## src/rtl/spi_xfer_pkg.sv

```systemverilog
package spi_xfer_pkg;
  localparam int WORD_W = 16;
  localparam int CNT_W  = $clog2(WORD_W) + 1;
  localparam int EDGE_W = CNT_W + 1;
  localparam int DIV_W  = 8;
  localparam int LEN_W  = 4;
  localparam int MIN_DIV = 2;

  typedef struct packed {
    logic             spare;
    logic             master;
    logic             cpol;
    logic             cpha;
    logic [LEN_W-1:0] len_code;
    logic [DIV_W-1:0] div;
  } ctrl_t;

  function automatic logic [CNT_W-1:0] len_decode(input logic [LEN_W-1:0] code);
    if (code == '0) return CNT_W'(WORD_W);
    if (code[LEN_W-1]) return CNT_W'(code);
    return CNT_W'(8);
  endfunction

  function automatic logic [DIV_W-1:0] div_clamp(input logic [DIV_W-1:0] d);
    return (d < DIV_W'(MIN_DIV)) ? DIV_W'(MIN_DIV) : d;
  endfunction

  // place bit n-1 of the word at the MSB of the shifter
  function automatic logic [WORD_W-1:0] align_msb(input logic [WORD_W-1:0] w,
                                                   input logic [CNT_W-1:0] n);
    return w << (CNT_W'(WORD_W) - n);
  endfunction
endpackage

```

## src/rtl/spi_sync.sv

```systemverilog
module spi_sync #(
  parameter int           W       = 1,
  parameter int           STAGES  = 2,
  parameter logic [W-1:0] RST_VAL = '0
) (
  input  logic         clk_i,
  input  logic         rst_ni,
  input  logic [W-1:0] d_i,
  output logic [W-1:0] q_o
);
  logic [STAGES-1:0][W-1:0] stage_q;

  always_ff @(posedge clk_i or negedge rst_ni) begin
    if (!rst_ni) stage_q <= {STAGES{RST_VAL}};
    else         stage_q <= {stage_q[STAGES-2:0], d_i};
  end

  assign q_o = stage_q[STAGES-1];
endmodule

```

## src/rtl/spi_clk_div.sv

```systemverilog
module spi_clk_div #(
  parameter int DIV_W = 8
) (
  input  logic             clk_i,
  input  logic             rst_ni,
  input  logic             run_i,
  input  logic             clr_i,
  input  logic [DIV_W-1:0] div_i,
  output logic             tick_o
);
  logic [DIV_W-1:0] cnt_q;
  logic             wrap;

  assign wrap   = (cnt_q == div_i - DIV_W'(1));
  assign tick_o = run_i & wrap;

  always_ff @(posedge clk_i or negedge rst_ni) begin
    if (!rst_ni)             cnt_q <= '0;
    else if (clr_i || !run_i) cnt_q <= '0;
    else if (wrap)           cnt_q <= '0;
    else                     cnt_q <= cnt_q + DIV_W'(1);
  end
endmodule

```

## src/rtl/spi_master_core.sv

```systemverilog
module spi_master_core
  import spi_xfer_pkg::*;
(
  input  logic              clk_i,
  input  logic              rst_ni,
  input  logic              en_i,
  input  logic              start_i,
  input  logic              len_en_i,
  input  logic              cpol_i,
  input  logic              cpha_i,
  input  logic [LEN_W-1:0]  len_code_i,
  input  logic [DIV_W-1:0]  div_i,
  input  logic [WORD_W-1:0] tx_data_i,
  input  logic              miso_i,
  output logic              busy_o,
  output logic              done_o,
  output logic [WORD_W-1:0] rx_data_o,
  output logic              sck_o,
  output logic              mosi_o
);
  logic              busy_q, done_q, cpol_q, cpha_q, sck_q, mosi_q;
  logic [DIV_W-1:0]  div_q;
  logic [CNT_W-1:0]  nbits_q, len_sel;
  logic [EDGE_W-1:0] edge_q, last_edge;
  logic [WORD_W-1:0] tx_q, rx_q, rx_data_q, rx_next, tx_aligned;
  logic              tick, start_ok, lead_ev, trail_ev, sample_ev, launch_ev, last_ev;

  assign len_sel    = len_en_i ? len_decode(len_code_i) : CNT_W'(8);
  assign tx_aligned = align_msb(tx_data_i, len_sel);
  assign start_ok   = en_i & start_i & ~busy_q;

  spi_clk_div #(.DIV_W(DIV_W)) u_div (
    .clk_i  (clk_i),
    .rst_ni (rst_ni),
    .run_i  (busy_q),
    .clr_i  (start_ok),
    .div_i  (div_q),
    .tick_o (tick)
  );

  assign last_edge = {nbits_q, 1'b0} - EDGE_W'(1);
  assign lead_ev   = tick & ~edge_q[0];
  assign trail_ev  = tick &  edge_q[0];
  assign sample_ev = cpha_q ? trail_ev : lead_ev;
  assign launch_ev = cpha_q ? lead_ev  : trail_ev;
  assign last_ev   = tick & (edge_q == last_edge);
  assign rx_next   = {rx_q[WORD_W-2:0], miso_i};

  always_ff @(posedge clk_i or negedge rst_ni) begin
    if (!rst_ni) begin
      busy_q    <= 1'b0;
      done_q    <= 1'b0;
      cpol_q    <= 1'b0;
      cpha_q    <= 1'b0;
      sck_q     <= 1'b0;
      mosi_q    <= 1'b0;
      div_q     <= DIV_W'(MIN_DIV);
      nbits_q   <= CNT_W'(8);
      edge_q    <= '0;
      tx_q      <= '0;
      rx_q      <= '0;
      rx_data_q <= '0;
    end else begin
      done_q <= 1'b0;
      if (start_ok) begin
        busy_q  <= 1'b1;
        cpol_q  <= cpol_i;
        cpha_q  <= cpha_i;
        sck_q   <= cpol_i;
        div_q   <= div_i;
        nbits_q <= len_sel;
        edge_q  <= '0;
        rx_q    <= '0;
        if (!cpha_i) begin
          // first bit must be valid before the leading edge
          mosi_q <= tx_aligned[WORD_W-1];
          tx_q   <= tx_aligned << 1;
        end else begin
          tx_q   <= tx_aligned;
        end
      end else if (busy_q && tick) begin
        sck_q  <= ~sck_q;
        edge_q <= edge_q + EDGE_W'(1);
        if (sample_ev) rx_q <= rx_next;
        if (launch_ev) begin
          mosi_q <= tx_q[WORD_W-1];
          tx_q   <= tx_q << 1;
        end
        if (last_ev) begin
          busy_q    <= 1'b0;
          done_q    <= 1'b1;
          rx_data_q <= sample_ev ? rx_next : rx_q;
        end
      end
    end
  end

  assign busy_o    = busy_q;
  assign done_o    = done_q;
  assign rx_data_o = rx_data_q;
  assign sck_o     = busy_q ? sck_q : cpol_i;
  assign mosi_o    = mosi_q;
endmodule

```

## src/rtl/spi_slave_core.sv

```systemverilog
module spi_slave_core
  import spi_xfer_pkg::*;
#(
  parameter int SYNC_STAGES = 2
) (
  input  logic              clk_i,
  input  logic              rst_ni,
  input  logic              en_i,
  input  logic              cpol_i,
  input  logic              cpha_i,
  input  logic [LEN_W-1:0]  len_code_i,
  input  logic [WORD_W-1:0] tx_data_i,
  input  logic              sck_i,
  input  logic              mosi_i,
  input  logic              ss_ni,
  output logic              busy_o,
  output logic              done_o,
  output logic [WORD_W-1:0] rx_data_o,
  output logic              miso_o
);
  logic [2:0]        sync_q;
  logic              ss_s, sck_s, mosi_s;
  logic              sck_d, sel, sel_d, sel_rise;
  logic              lead_ev, trail_ev, sample_ev, launch_ev;
  logic              done_q, miso_q;
  logic [CNT_W-1:0]  nbits, bit_q;
  logic [WORD_W-1:0] tx_q, rx_q, rx_data_q, rx_next, tx_aligned;

  spi_sync #(.W(3), .STAGES(SYNC_STAGES), .RST_VAL(3'b100)) u_sync (
    .clk_i  (clk_i),
    .rst_ni (rst_ni),
    .d_i    ({ss_ni, sck_i, mosi_i}),
    .q_o    (sync_q)
  );
  assign {ss_s, sck_s, mosi_s} = sync_q;

  assign nbits      = len_decode(len_code_i);
  assign tx_aligned = align_msb(tx_data_i, nbits);
  assign sel        = en_i & ~ss_s;
  assign sel_rise   = sel & ~sel_d;
  assign lead_ev    = sel & ~sel_rise & (sck_s != sck_d) & (sck_d == cpol_i);
  assign trail_ev   = sel & ~sel_rise & (sck_s != sck_d) & (sck_d != cpol_i);
  assign sample_ev  = cpha_i ? trail_ev : lead_ev;
  assign launch_ev  = cpha_i ? lead_ev  : trail_ev;
  assign rx_next    = {rx_q[WORD_W-2:0], mosi_s};

  always_ff @(posedge clk_i or negedge rst_ni) begin
    if (!rst_ni) begin
      sck_d     <= 1'b0;
      sel_d     <= 1'b0;
      done_q    <= 1'b0;
      miso_q    <= 1'b0;
      bit_q     <= '0;
      tx_q      <= '0;
      rx_q      <= '0;
      rx_data_q <= '0;
    end else begin
      sck_d  <= sck_s;
      sel_d  <= sel;
      done_q <= 1'b0;
      if (!sel) begin
        bit_q <= '0;
        rx_q  <= '0;
      end else if (sel_rise) begin
        bit_q <= '0;
        rx_q  <= '0;
        if (!cpha_i) begin
          miso_q <= tx_aligned[WORD_W-1];
          tx_q   <= tx_aligned << 1;
        end else begin
          tx_q   <= tx_aligned;
        end
      end else begin
        if (launch_ev) begin
          miso_q <= tx_q[WORD_W-1];
          tx_q   <= tx_q << 1;
        end
        if (sample_ev) begin
          if (bit_q == nbits - CNT_W'(1)) begin
            rx_data_q <= rx_next;
            done_q    <= 1'b1;
            bit_q     <= '0;
            rx_q      <= '0;
          end else begin
            rx_q  <= rx_next;
            bit_q <= bit_q + CNT_W'(1);
          end
        end
      end
    end
  end

  assign busy_o    = sel;
  assign done_o    = done_q;
  assign rx_data_o = rx_data_q;
  assign miso_o    = miso_q;
endmodule

```

## src/rtl/spi_xfer_engine.sv

```systemverilog
module spi_xfer_engine
  import spi_xfer_pkg::*;
(
  input  logic        clk_i,
  input  logic        rst_ni,
  input  logic [15:0] ctrl_i,
  input  logic        start_i,
  input  logic        len_en_i,
  input  logic [15:0] tx_data_i,
  output logic [15:0] rx_data_o,
  output logic        busy_o,
  output logic        done_o,
  output logic        sck_o,
  output logic        mosi_o,
  input  logic        miso_i,
  input  logic        sck_i,
  input  logic        mosi_i,
  input  logic        ss_ni,
  output logic        miso_o
);
  ctrl_t             ctrl;
  logic              is_master, ctrl_unused;
  logic              m_busy, m_done, m_sck;
  logic              s_busy, s_done;
  logic [WORD_W-1:0] m_rx, s_rx;

  assign ctrl        = ctrl_t'(ctrl_i);
  assign is_master   = ctrl.master;
  assign ctrl_unused = ctrl.spare;

  spi_master_core u_master (
    .clk_i      (clk_i),
    .rst_ni     (rst_ni),
    .en_i       (is_master),
    .start_i    (start_i),
    .len_en_i   (len_en_i),
    .cpol_i     (ctrl.cpol),
    .cpha_i     (ctrl.cpha),
    .len_code_i (ctrl.len_code),
    .div_i      (div_clamp(ctrl.div)),
    .tx_data_i  (tx_data_i),
    .miso_i     (miso_i),
    .busy_o     (m_busy),
    .done_o     (m_done),
    .rx_data_o  (m_rx),
    .sck_o      (m_sck),
    .mosi_o     (mosi_o)
  );

  spi_slave_core #(.SYNC_STAGES(2)) u_slave (
    .clk_i      (clk_i),
    .rst_ni     (rst_ni),
    .en_i       (~is_master),
    .cpol_i     (ctrl.cpol),
    .cpha_i     (ctrl.cpha),
    .len_code_i (ctrl.len_code),
    .tx_data_i  (tx_data_i),
    .sck_i      (sck_i),
    .mosi_i     (mosi_i),
    .ss_ni      (ss_ni),
    .busy_o     (s_busy),
    .done_o     (s_done),
    .rx_data_o  (s_rx),
    .miso_o     (miso_o)
  );

  assign busy_o    = is_master ? m_busy : s_busy;
  assign done_o    = is_master ? m_done : s_done;
  assign rx_data_o = is_master ? m_rx   : s_rx;
  assign sck_o     = is_master ? m_sck  : ctrl.cpol;
endmodule

```

## config.mk

```make
export PLATFORM = sky130hd
export DESIGN_NAME = spi_xfer_engine
export DESIGN_NICKNAME = d
export VERILOG_FILES = /design/src/rtl/spi_xfer_pkg.sv /design/src/rtl/spi_sync.sv /design/src/rtl/spi_clk_div.sv /design/src/rtl/spi_master_core.sv /design/src/rtl/spi_slave_core.sv /design/src/rtl/spi_xfer_engine.sv
export SDC_FILE = /design/constraint.sdc
export NUM_CORES = 1
export LEC_CHECK = 0
export ABC_AREA = 0
export BUFFER_PORTS_ARGS = -buffer_cell sky130_fd_sc_hd__buf_2
export CAP_MARGIN = 20
export CORE_MARGIN = 5
export CORE_UTILIZATION = 61
export DETAILED_ROUTE_END_ITERATION = 8
export MAX_ROUTING_LAYER = met4
export PLACE_DENSITY = 0.77
export SETUP_SLACK_MARGIN = 0.1
export SLEW_MARGIN = 5
export SYNTH_ARGS = -nofsm -noshare
export SYNTH_HDL_FRONTEND = slang
export SYNTH_SLANG_ARGS = --single-unit
```

## constraint.sdc

```tcl
create_clock -name clk_i -period 3.31 [get_ports clk_i]
set_input_delay 0.1655 -clock clk_i [delete_from_list [all_inputs] [get_ports clk_i]]
set_output_delay 0.1655 -clock clk_i [all_outputs]
set_load 0.02 [all_outputs]
```

==> summary.txt, run 1 <==
Status
  – Run status: finished, final reports clean

Layout
  – Final std cells w/o fill: ~1,100
  – Share of cells above drive strength 1: 23.38%
  – Nets: 928
  – Final instance area: roughly 9600 sq um
  – Antenna cells: 0
  – Area growth, synth to finish: 14.24%
  – Final Util: 71.90%

Critical path
  – FF-to-FF path depth: 8
  – Crit path largest cell delay: 0.57 ns
  – CP max FO: 33
  – Startpoint class of the critical path: register
  – Worst path cell trace: or4_4 -> nor2_1 -> nand4b_1 -> a211oi_2 -> and2_1 -> buf_12 -> mux2_1 -> mux2_2
  – Reg2Reg Setup Slack: 0.39 ns
  – Worst Setup SP: u_master.div_q[0]
  – CP Class: reg2reg
  – Worst Setup End Kind: register
  – RR Startpoint: u_master.div_q[0]
  – WP data arrival: 3.22 ns
  – FF-to-FF End: u_master.rx_data_o[12]
  – Critical Path RT: 3.61 ns
  – Slowest CP cell: or4_4

CTS
  – Reg clk slew, reported paths: 0.06 ns
  – Sink Count: 142
  – Root buffer cell: clkbuf_16
  – Clock tree buffer depth: 2
  – H-tree depth: 4
  – CTS Buf Count: 17
  – CTS tree: built
  – Post-CTS Resized: 0
  – Later-pin clock latency in the skew report: 0.42 ns

Power
  – Pint: between 3 and 4 mW
  – Pwr Density: 549.9 nW/um^2
  – Overall power: 5.277 mW
  – Logic pwr share: 24.0%
  – Leak pwr: around 4.5 nW
  – Clock power share: around a third
  – Sw frac: a little under a third
  – Sequential power share: 41.2%
  – Sw power: 1.671 mW
  – Maximum VDD drop: 0.3482 mV

Synth
  – Synth cell types: 74
  – Yosys Warn Count: 0
  – FF+latch count, synth: 142
  – Synthesized cell area: 8401 sq um
  – Share of the synthesized area in the top cell type: 41.11%
  – Synth area leaders: dfrtp_1 41%, mux2_2 7.6%, mux2i_1 5.8%, a22o_1 3.6%, nand2_1 3.6%
  – Main synth FF type: dfrtp_1
  – Synth Net Count: between 800 and 900
  – Cell taking the most area after synthesis: dfrtp_1
  – Share of synthesized registers carrying an async set or reset: 100.0%
  – Register area share after synthesis: 42.36%
  – Mapped Cells: 819
  – Average cell area after synthesis: 10.26 sq um
  – Post-synth EDFFs: 0

STA
  – Crit path time final: 2.917 ns
  – Final hold vios: 0
  – RSZ-0062 raised after global routing: no
  – Final Max Tran Viols: 0
  – Final setup vio count: 0
  – Rel. slew slack: approximately half
  – Fin Setup TNS: 0 ns
  – Clk_skew: 0.01015 ns
  – Slew @ Worst Pin: 0.7763 ns
  – Final period util: just under 90%
  – Achievable Freq: 342.8 MHz

Flow run
  – Max-Cap Viols: 0

Placement
  – Post-DP HPWL: 13.27 mm
  – Dpl cell area: 8894 sq um
  – Placed cell count: 1,025
  – GPL Wtd Cong: around 0.9
  – Input/output buffers: about 60

Hold path
  – Worst hold endpoint: u_master.sck_q
  – Hold depth: 3
  – Hold Path Origin: ctrl_i[13]
  – Worst Hold Class: in2reg

Floorplanning
  – I/O pin total: 61
  – Die height: 127.4 microns
  – Site row count: 42
  – Die Wd: 127.4 microns
  – Starting Density: 62.94%
  – Die area: 16,220 sq um
  – Core ar.: between 10,000 and 15,000 sq um

Global routing
  – GRT Total Usage: 25.98%
  – Global-route wire length before repair: roughly 33 mm
  – Initial antenna violation count: 0
  – Remaining global-route overflow: 0
  – Via count of the first global-routing pass: 6,673
  – Largest net degree at the start of global routing: 90

Drt
  – DR vias/cell: 6.236
  – Routed WL per cell: 18.09 microns
  – Drt drc: 0
  – Final WL: 19.35 mm
  – Post-route ant nets: 0
  – DR iter-0 viols: 671
  – Drt first pass iters: 5
  – Vias: 6,672
[cells in the mapped netlist, types with 6 or more instances]
| cell | instances |
|---|---|
| o21ai_1 | 6 |
| ha_1 | 7 |
| clkbuf_1 | 38 |
| nor2_1 | 61 |
| o21ai_0 | 21 |
| nor3_1 | 14 |
| and2_1 | 6 |
| mux2_2 | 57 |
| o22ai_1 | 11 |
| a211oi_1 | 6 |
| a21oi_1 | 34 |
| mux4_2 | 10 |
| mux2_4 | 10 |
| buf_2 | 7 |
| buf_1 | 7 |
| a31oi_1 | 9 |
| xnor2_1 | 15 |
| a22o_1 | 35 |
| nand2b_1 | 9 |
| mux2i_1 | 49 |
| dfrtp_1 | 138 |
| xor2_1 | 15 |
| mux2_1 | 20 |
| a22oi_1 | 10 |
| inv_1 | 11 |
| and3_1 | 7 |
| nand2_1 | 81 |
| nand3_1 | 39 |
[per-layer routing]
layer  GRT usage (%)  vias up  wire length (microns)
met5               -        -                      0
met4           9.211        0                    388
met3           4.299       35                    869
met2           40.38      198                   9334
met1           34.77     3301                   8761
li1                -     3138                      -
[cell type report]
type | count | area, sq um
Multi-Input combinational cell | 608 | 4548
Fill cell | 976 | 3751
Sequential cell | 142 | 3558
Timing Repair Buffer | 99 | 646.9
Clock buffer | 19 | 442.9
Tap cell | 176 | 220.2
Clock inverter | 13 | 130.1
Inverter | 13 | 50.05
[timing repair]
item / CTS / global route
hold endpoints to repair: 95 / 0
hold buffers: 13 / 0
buffers inserted: 0 / 0
[how the worst max path moves through the flow]
stage / depth (start not counted) / slack, ns / to
2_1_floorplan: 14 / 0.11 / u_slave.tx_q[15]
3_3_place_gp: 8 / 0.49 / u_master.rx_q[7]
3_5_place_dp: 8 / 0.40 / u_master.rx_data_o[13]
4_1_cts: 8 / 0.37 / u_master.rx_data_o[13]
5_1_grt: 9 / 0.21 / u_master.tx_q[15]
6_report: 8 / 0.39 / u_master.rx_data_o[12]
[stage by stage]
stage,worst slack (ns),hold WS (ns)
after floorplan,0.1081,-0.1301
after global placement,0.4860,0.2719
after detailed placement,0.4004,0.2744
after CTS,0.3698,0.06483
after global routing,0.2078,0.09060
final,0.3929,0.08971
[critical path, delay by kind of cell (launching register included)]
kind                   cells  cell delay, ns
multiplexers               2            0.62
flip-flops                 1            0.42
buffers and inverters      1            0.21
AO/OA/AOI/OAI              1            0.26
AND/OR/NAND/NOR            4            1.29
[power by group through the flow]
| stage | combinational (mW) | clock (mW) | sequential [mW] |
|---|---|---|---|
| detailed placement | 1.24 | 0 | 2.20 |
| global route | 1.41 | 1.95 | 2.20 |
| global placement | 1.19 | 0 | 2.18 |
| floorplan | 0.940 | 0 | 2.15 |
| finish | 1.27 | 1.83 | 2.18 |
| CTS | 1.27 | 1.86 | 2.17 |
[sequential cells by signal, summed over array words and instances, names as in the netlist, 5 cells and up]
name,cells
u_master.edge_q,6
u_master.u_div.cnt_q,8
u_master.div_q,8
u_master.rx_data_o,16
u_slave.rx_q,15
u_master.rx_q,16
u_master.nbits_q,5
u_master.tx_q,16
u_slave.rx_data_o,16
u_slave.tx_q,16
u_slave.bit_q,5
[cell families after synthesis]
| group | count (synthesis) | synth area share (%) |
|---|---|---|
| and+or+nand+nor | 247 | 13.79 |
| AOI/OAI and AO/OA | 176 | 15.00 |
| muxes | 146 | 20.63 |
| DFF | 142 | 42.36 |
| buffers and inverters | 69 | 3.500 |
| xor gates and xnor gates | 32 | 3.679 |
| adders and majority gates | 7 | 1.043 |
[placed cells by master (no fill, tap or decap), drive strengths merged, types with 8 or more instances in the layout]
| cell type | netlist | final |
|---|---|---|
| a211oi | 8 | 8 |
| xnor2 | 15 | 15 |
| a22o | 35 | 35 |
| mux4 | 10 | 10 |
| a21oi | 34 | 34 |
| o22ai | 11 | 11 |
| clkbuf | 38 | 19 |
| nand3 | 39 | 39 |
| buf | 18 | 86 |
| nand2 | 81 | 81 |
| dfrtp | 138 | 138 |
| inv | 12 | 17 |
| a31oi | 9 | 9 |
| mux2 | 87 | 87 |
| o21ai | 27 | 27 |
| mux2i | 49 | 49 |
| nor3 | 14 | 14 |
| nand2b | 9 | 9 |
| nor2 | 63 | 63 |
| dlygate4sd3 | 0 | 13 |
| a22oi | 10 | 10 |
| xor2 | 15 | 15 |
No activity file was read; power rests on OpenSTA's default activity.
==> run 2, diff against run 1 <==
--- a/config.mk
+++ b/config.mk
@@ -8,11 +8,13 @@
 export ABC_AREA = 0
 export BUFFER_PORTS_ARGS = -buffer_cell sky130_fd_sc_hd__buf_2
 export CAP_MARGIN = 20
+export CORE_ASPECT_RATIO = 0.75
 export CORE_MARGIN = 5
 export CORE_UTILIZATION = 61
 export DETAILED_ROUTE_END_ITERATION = 8
 export MAX_ROUTING_LAYER = met4
 export PLACE_DENSITY = 0.77
+export REMOVE_ABC_BUFFERS = 1
 export SETUP_SLACK_MARGIN = 0.1
 export SLEW_MARGIN = 5
 export SYNTH_ARGS = -nofsm -noshare
==> run 2 against run 1 <==
Effect of this change: non-clock buffer count increased by 2; routed wire length rose by 5.6%; power up 2.3%; critical path depth stayed put; register-to-register slack got worse by 0.05 ns; flip-flop and latch count unchanged; global-route usage increased by 0.29 points; first-iteration DRC count fell by 24%; fmax decreased by 1.8%; die area grew 0.15%.
==> summary.txt, run 2 (same netlist as run 1, synthesis figures left out) <==
Status
  – Run status: finished, final reports clean (unchanged)

Layout
  – Commonest non-fill, non-tap cells in the layout: 138 x dfrtp_1, 81 x nand2_1, 61 x nor2_1, 58 x buf_2, 57 x mux2_2 (unchanged)
  – Final instance area: 9653 sq um (was 9597 sq um)
  – Nets: 930 (was 928)
  – Layout filler cell count: 964 (was 976)
  – Area growth, synth to finish: 14.91% (was 14.24%)
  – Antenna cells: 0 (unchanged)
  – Share of cells above drive strength 1: 23.44% (was 23.38%)
  – Multi-input gate area: 4548 sq um (unchanged)
  – Most common cell after layout, fill and taps aside: dfrtp_1 (unchanged)
  – Sequential Area: 3558 sq um (unchanged)

STA
  – Final setup vio count: 0 (unchanged)
  – Slew @ Worst Pin: 0.7486 ns (was 0.7763 ns)
  – Crit path time final: 2.972 ns (was 2.917 ns)
  – Final hold vios: 0 (unchanged)
  – RSZ-0062 raised after global routing: no (unchanged)
  – Post-route setup slack: 0.3382 ns (was 0.3929 ns)
  – Final period util: 89.78% (was 88.13%)
  – Achievable Freq: 336.5 MHz (was 342.8 MHz)
  – Rel. slew slack: 49.91% (was 48.25%)
  – Clk_skew: 0.01447 ns (was 0.01015 ns)
  – Final Max Tran Viols: 0 (unchanged)
  – Min Hold Slack: 0.01460 ns (was 0.08971 ns)

Global routing
  – Via count of the first global-routing pass: 6,666 (was 6,673)
  – Initial antenna violation count: 0 (unchanged)
  – Global-route wire length before repair: 34.11 mm (was 33.44 mm)
  – GRT Total Usage: 26.27% (was 25.98%)
  – Largest net degree at the start of global routing: 119 (was 90)
  – Remaining global-route overflow: 0 (unchanged)

Critical path
  – Worst Setup End Kind: register (unchanged)
  – Startpoint class of the critical path: register (unchanged)
  – CP max FO: 33 (unchanged)
  – Critical Path RT: 3.67 ns (was 3.61 ns)
  – CP Class: reg2reg (unchanged)
  – WP data arrival: 3.33 ns (was 3.22 ns)

Drt
  – Post-route ant nets: 0 (unchanged)
  – Vias: 6,721 (was 6,672)
  – Drt drc: 0 (unchanged)
  – Routed WL per cell: 19.08 microns (was 18.09 microns)
  – DR iter-0 viols: 513 (was 671)
  – Final WL: 20.44 mm (was 19.35 mm)
  – DR vias/cell: 6.275 (was 6.236)
  – Drt first pass iters: 6 (was 5)

Placement
  – Dpl cell area: 8919 sq um (was 8894 sq um)
  – Setup Slack @ Placement: 0.3501 ns (was 0.4004 ns)
  – Input/output buffers: 59 (unchanged)
  – Post-DP HPWL: 13.71 mm (was 13.27 mm)
  – GPL Wtd Cong: 0.9365 (was 0.9073)

Floorplanning
  – Starting Density: 61.72% (was 62.94%)
  – Die height: 111.6 microns (was 127.4 microns)
  – Die area: 16,240 sq um (was 16,220 sq um)
  – Core ar.: 13,610 sq um (was 13,350 sq um)
  – Die Wd: 145.5 microns (was 127.4 microns)
  – Site row count: 37 (was 42)
  – I/O pin total: 61 (unchanged)

CTS
  – Reg clk slew, reported paths: 0.06 ns (about the same)
  – Clock tree buffer depth: 2 (unchanged)
  – Root buffer cell: clkbuf_16 (unchanged)
  – CTS tree: built (unchanged)
  – Sink Count: 142 (unchanged)
  – H-tree depth: 4 (unchanged)
  – CTS Buf Count: 17 (unchanged)
  – Later-pin clock latency in the skew report: 0.43 ns (was 0.42 ns)

Power
  – Leak pwr: 4.549 nW (was 4.534 nW)
  – Maximum VDD drop: 0.4496 mV (was 0.3482 mV)
  – Pwr Density: 559.5 nW/um^2 (was 549.9 nW/um^2)

Flow run
  – Max-Cap Viols: 0 (unchanged)

Hold path
  – Worst Hold Class: in2reg (unchanged)
[run 2: changes by cell type in the layout (fill, tap and decap cells not counted), sizes merged]
cell	before	now
dlygate4sd3	13	12
bufinv	1	2
clkinv	7	1
buf	86	89
inv	17	19
clkinvlp	1	4
[run 2: per-layer routing]
metal	GRT usage (%)	part of all wire, %	vias to the layer above
met5	-	0	-
met4	7.831	1.6	0
met3	4.597	4.5	35
met2	40.79	49	193
met1	35.79	45	3361
li1	-	-	3132
[run 2: critical path: stages, from the launching register on]
cell	delay (ns)
dfrtp_1	0.42
or4_4	0.58
o221a_1	0.30
a211oi_4	0.30
a211oi_2	0.12
and2_1	0.19
buf_12	0.18
nor2_2	0.58
a22o_1	0.23
[run 2: metrics by stage]
step	power [mW]	cells	util, %	TNS [ns]
detailed placement	3.450	1026	65.53	0
finish	5.401	1071	70.92	0
global placement	3.385	1026	65.53	0
CTS	5.403	1070	70.72	0
floorplan	3.050	763	-	-1.412
global route	5.669	1071	70.92	0
[run 2: cell type report]
class | instances | share of cell area (%)
tap | 175 | 2.268
clock inverter | 13 | 1.594
sequential | 142 | 36.86
timing repair buffer | 101 | 7.168
inverter | 13 | 0.5055
multi-input combinational | 608 | 47.12
clock buffer | 19 | 4.485
[run 2: worst paths after layout]
| path | cells past startpoint | slack [ns] | endpoint | from |
|---|---|---|---|---|
| worst max register to register | 8 | 0.34 | u_master.rx_q[10] | u_master.div_q[0] |
| min in group asynchronous | 2 | 0.20 | u_master.rx_data_o[5] | rst_ni |
| worst min register to register | 0 | 0.35 | u_slave.u_sync.q_o[0] | u_slave.u_sync.stage_q[0] |
| worst max-delay path | 8 | 0.34 | u_master.rx_q[10] | u_master.div_q[0] |
| worst min-delay path | 3 | 0.01 | u_master.div_q[3] | ctrl_i[3] |
| max in group asynchronous | 4 | 2.15 | u_slave.u_sync.q_o[2] | rst_ni |
[run 2: where the power goes]
group | switching (mW) | internal [mW] | leakage (nW)
clock | 0.802 | 1.13 | 0.274
combinational | 0.714 | 0.574 | 2.41
sequential | 0.211 | 1.97 | 1.86
[run 2: repair_timing]
action,in CTS,in global routing
hold endpoints to repair,124,0
hold buffers,12,0
buffers inserted,0,0
resized for setup,0,0
==> run 3, diff against run 2 <==
--- a/config.mk
+++ b/config.mk
@@ -10,7 +10,7 @@
 export CAP_MARGIN = 20
 export CORE_ASPECT_RATIO = 0.75
 export CORE_MARGIN = 5
-export CORE_UTILIZATION = 61
+export CORE_UTILIZATION = 62
 export DETAILED_ROUTE_END_ITERATION = 8
 export MAX_ROUTING_LAYER = met4
 export PLACE_DENSITY = 0.77
@@ -19,4 +19,5 @@
 export SLEW_MARGIN = 5
 export SYNTH_ARGS = -nofsm -noshare
 export SYNTH_HDL_FRONTEND = slang
+export SYNTH_HIERARCHICAL = 1
 export SYNTH_SLANG_ARGS = --single-unit
==> run 3 against run 2 <==
Effect of this change: the flow now finishes with violations (negative setup slack); routed wire length grew 8.6%; power grew 7.0%; global-route usage grew 1.6 points; critical path depth grew 7; sequential power grew 6%; critical endpoint is now u_master/rx_data_o[4]; worst hold slack gained 0.0073 ns; cell count grew 13%; flip-flop and latch count is the same; cell area grew 9.1%; via count grew 12%; combinational power grew 25%; die area grew 4.9%.
==> summary.txt, run 3 <==
CTS
  – Reg clk slew, reported paths: 0.06 ns (about the same)
  – Sink Count: 142 (unchanged)
  – Clock tree buffer depth: 2 (unchanged)
  – H-tree depth: 4 (unchanged)
  – CTS Buf Count: 17 (unchanged)
  – CTS tree: built (unchanged)
  – Later-pin clock latency in the skew report: 0.42 ns (was 0.43 ns)
  – Root buffer cell: clkbuf_16 (unchanged)

Synth
  – Most common library cells after synthesis: 140 x nand2_1, 138 x dfrtp_1, 73 x mux2i_1, 64 x o21ai_0, 49 x nor2_1 (was 138 x dfrtp_1, 81 x nand2_1, 61 x nor2_1, 57 x mux2_2, 49 x mux2i_1)
  – Post-synth EDFFs: 0 (unchanged)
  – Cell taking the most area after synthesis: dfrtp_1 (unchanged)
  – Main synth FF type: dfrtp_1 (unchanged)
  – FF+latch count, synth: 142 (unchanged)
  – Synthesized cell area: 8991 sq um (was 8401 sq um)
  – Average cell area after synthesis: 9.762 sq um (was 10.26 sq um)
  – Synth area leaders: dfrtp_1 38%, mux2i_1 8.1%, nand2_1 5.8%, o21ai_0 3.6%, mux4_2 3.5% (was dfrtp_1 41%, mux2_2 7.6%, mux2i_1 5.8%, a22o_1 3.6%, nand2_1 3.6%)
  – Synth cell types: 83 (was 74)
  – Yosys Warn Count: 6 (was 0)
  – Share of the synthesized area in the top cell type: 38.41% (was 41.11%)
  – Cell with the most instances after synthesis: nand2_1 (was dfrtp_1)
  – Mapped Cells: 921 (was 819)
  – Register area share after synthesis: 39.58% (was 42.36%)
  – Share of synthesized registers carrying an async set or reset: 100.0% (unchanged)

Critical path
  – WP data arrival: 3.75 ns (was 3.33 ns)
  – Most frequent CP cell: a211o_1
  – CP max FO: 8 (was 33)
  – Reg2Reg Setup Slack: -0.14 ns (was 0.34 ns)
  – Worst path cell trace: inv_2 -> ha_4 -> xnor2_1 -> a311o_1 -> a211o_1 -> a211o_1 -> nor3_2 -> buf_4 -> and2_4 -> nand4_1 -> or4_4 -> buf_6 -> buf_16 -> nand2_2 -> o21ai_1 (was or4_4 -> o221a_1 -> a211oi_4 -> a211oi_2 -> and2_1 -> buf_12 -> nor2_2 -> a22o_1)
  – RR Startpoint: u_master/div_q[1] (was u_master.div_q[0])
  – CP Class: reg2reg (unchanged)
  – FF-to-FF End: u_master/rx_data_o[4] (was u_master.rx_q[10])
  – Startpoint class of the critical path: register (unchanged)
  – Worst Setup SP: u_master/div_q[1] (was u_master.div_q[0])
  – Critical Path RT: 3.61 ns (was 3.67 ns)
  – Slowest CP cell: or4_4 (unchanged)
  – Worst setup endpoint: u_master/rx_data_o[4] (was u_master.rx_q[10])
  – Crit path largest cell delay: 0.62 ns (was 0.58 ns)
  – FF-to-FF path depth: 15 (was 8)
  – Worst Setup End Kind: register (unchanged)

Flow run
  – Max-Cap Viols: 0 (unchanged)

Floorplanning
  – Die Wd: 149.1 microns (was 145.5 microns)
  – Site row count: 38 (was 37)
  – Die height: 114.3 microns (was 111.6 microns)
  – Core ar.: 14,360 sq um (was 13,610 sq um)
  – Die area: 17,040 sq um (was 16,240 sq um)
  – I/O pin total: 61 (unchanged)
  – Starting Density: 62.62% (was 61.72%)

Drt
  – Drt drc: 0 (unchanged)
  – Drt first pass iters: 5 (was 6)
  – Vias: 7,549 (was 6,721)
  – Routed WL per cell: 18.27 microns (was 19.08 microns)
  – Final WL: 22.20 mm (was 20.44 mm)
  – Post-route ant nets: 0 (unchanged)
  – DR vias/cell: 6.213 (was 6.275)
  – DR iter-0 viols: 735 (was 513)

Layout
  – Antenna cells: 0 (unchanged)
  – Final instance area: 10,530 sq um (was 9653 sq um)
  – Most common cell after layout, fill and taps aside: dfrtp_1 (unchanged)
  – Final std cells w/o fill: 1,215 (was 1,071)
  – Nets: 1,050 (was 930)
  – Share of cells above drive strength 1: 24.33% (was 23.44%)
  – Area growth, synth to finish: 17.16% (was 14.91%)
  – Commonest non-fill, non-tap cells in the layout: 138 x dfrtp_1, 125 x nand2_1, 72 x mux2i_1, 58 x buf_2 (was 138 x dfrtp_1, 81 x nand2_1, 61 x nor2_1, 58 x buf_2, 57 x mux2_2)

STA
  – Final period util: 104.3% (was 89.78%)
  – RSZ-0062 raised after global routing: yes (was no)
  – Final hold vios: 0 (unchanged)
  – Clk_skew: 0.01193 ns (was 0.01447 ns)
  – Crit path time final: 3.452 ns (was 2.972 ns)
  – Slew @ Worst Pin: 0.5367 ns (was 0.7486 ns)
  – Rel. slew slack: 63.19% (was 49.91%)
  – Final setup vio count: 18 (was 0)
  – Final Max Tran Viols: 0 (unchanged)
  – Achievable Freq: 289.7 MHz (was 336.5 MHz)
  – Post-route setup slack: -0.1417 ns (was 0.3382 ns)

Hold path
  – Worst Hold Class: in2reg (unchanged)

Placement
  – Placed cell count: 1,161 (was 1,026)
  – GPL Wtd Cong: 0.9186 (was 0.9365)
  – Dpl cell area: 9559 sq um (was 8919 sq um)
  – Input/output buffers: 59 (unchanged)
  – Post-DP HPWL: 14.20 mm (was 13.71 mm)

Power
  – Leak pwr: 4.830 nW (was 4.549 nW)
  – Maximum VDD drop: 0.3471 mV (was 0.4496 mV)
  – Pwr Density: 548.5 nW/um^2 (was 559.5 nW/um^2)

Global routing
  – Initial antenna violation count: 0 (unchanged)
  – Remaining global-route overflow: 0 (unchanged)
  – Largest net degree at the start of global routing: 112 (was 119)
  – Global-route wire length before repair: 37.23 mm (was 34.11 mm)
  – Via count of the first global-routing pass: 7,332 (was 6,666)
  – GRT Total Usage: 27.83% (was 26.27%)

Status
  – Run status: finished with violations (was finished, final reports clean)
  – Failing checks: negative setup slack
==> run 3: changes by cell type after synthesis, sizes merged, moves of 11 or more <==
cell / change
a22o: -18
buf: +11
mux2: -37
mux2i: +24
nand2: +60
nor2: -13
o21ai: +44
xnor2: +11
==> run 3: final cells by class <==
class | instances | area (sq um)
fillers | 1048 | 3825
flip-flops and latches | 142 | 3558
multi-input cells | 700 | 5175
clock inverters | 13 | 118.9
inverters | 18 | 72.57
repair buffers | 123 | 905.9
clock buffers | 19 | 452.9
well taps | 200 | 250.2
==> run 3: where the power goes <==
group,internal [mW],total (mW),leakage [nW],switching [mW]
clock,1.03,1.84,0.276,0.814
combinational,0.771,1.61,2.75,0.841
sequential,2.05,2.32,1.80,0.277
total,3.85,5.78,4.83,1.93
==> run 3: logic make-up (layout without fill, tap and decap cells) <==
| group | after synthesis | in the layout | share of synthesized area, % |
|---|---|---|---|
| adders and majority gates | 8 | 8 | 1.113 |
| buffers and inverters | 79 | 173 | 4.411 |
| and+or+nand+nor | 307 | 307 | 16.16 |
| xor gates and xnor gates | 41 | 41 | 4.523 |
| muxes | 137 | 137 | 18.69 |
| AOI/OAI and AO/OA | 207 | 207 | 15.53 |
| DFF | 142 | 142 | 39.58 |
==> run 3: worst min-delay path by stage <==
stage               slack, ns      start  cells after the start                        end
floorplan               -0.13     rst_ni                      0            u_master/busy_o
global placement         0.27      ss_ni                      1  u_slave/u_sync/stage_q[2]
detailed placement       0.27      ss_ni                      1  u_slave/u_sync/stage_q[2]
CTS                     0.009  ctrl_i[1]                      4          u_master/div_q[1]
global route             0.03  ctrl_i[1]                      4          u_master/div_q[1]
finish                   0.02  ctrl_i[1]                      4          u_master/div_q[1]
==> run 3: metrics by stage <==
step	util [%]	TNS [ns]	total power, mW	worst slack [ns]	hold slack, ns
after floorplan	-	-17.54	3.371	-0.7315	-0.1301
after global placement	66.57	-1.394	3.796	-0.09172	0.2720
after detailed placement	66.57	-1.782	3.834	-0.1200	0.2725
after CTS	72.95	0	5.725	0.07259	0.009370
after global routing	73.36	-3.183	6.093	-0.2196	0.03210
final	73.36	-1.581	5.778	-0.1417	0.02187
==> run 3: routing by layer <==
layer | global-route usage, % | wire length, microns
met3 | 4.749 | 1556
met1 | 39.26 | 9925
met4 | 7.439 | 300
met2 | 42.24 | 10420
met5 | - | 0
==> run 3: repair_timing <==
action | CTS | global route
hold buffers | 11 | 0
resized for setup | 49 | 15
cloned | 3 | 0
endpoints found under the hold margin | 115 | 0
endpoints found under the setup margin | 19 | 32
setup buffers | 6 | 3
pin swaps | 20 | 7
==> run 3: critical path: cells and delay by family (launching register included) <==
kind,cells,cell delay [ns]
AOI/OAI and AO/OA,4,0.86
buffers and inverters,4,0.49
xor gates and xnor gates,1,0.11
DFF,1,0.54
and+or+nand+nor,5,1.12
adders and majority gates,1,0.22
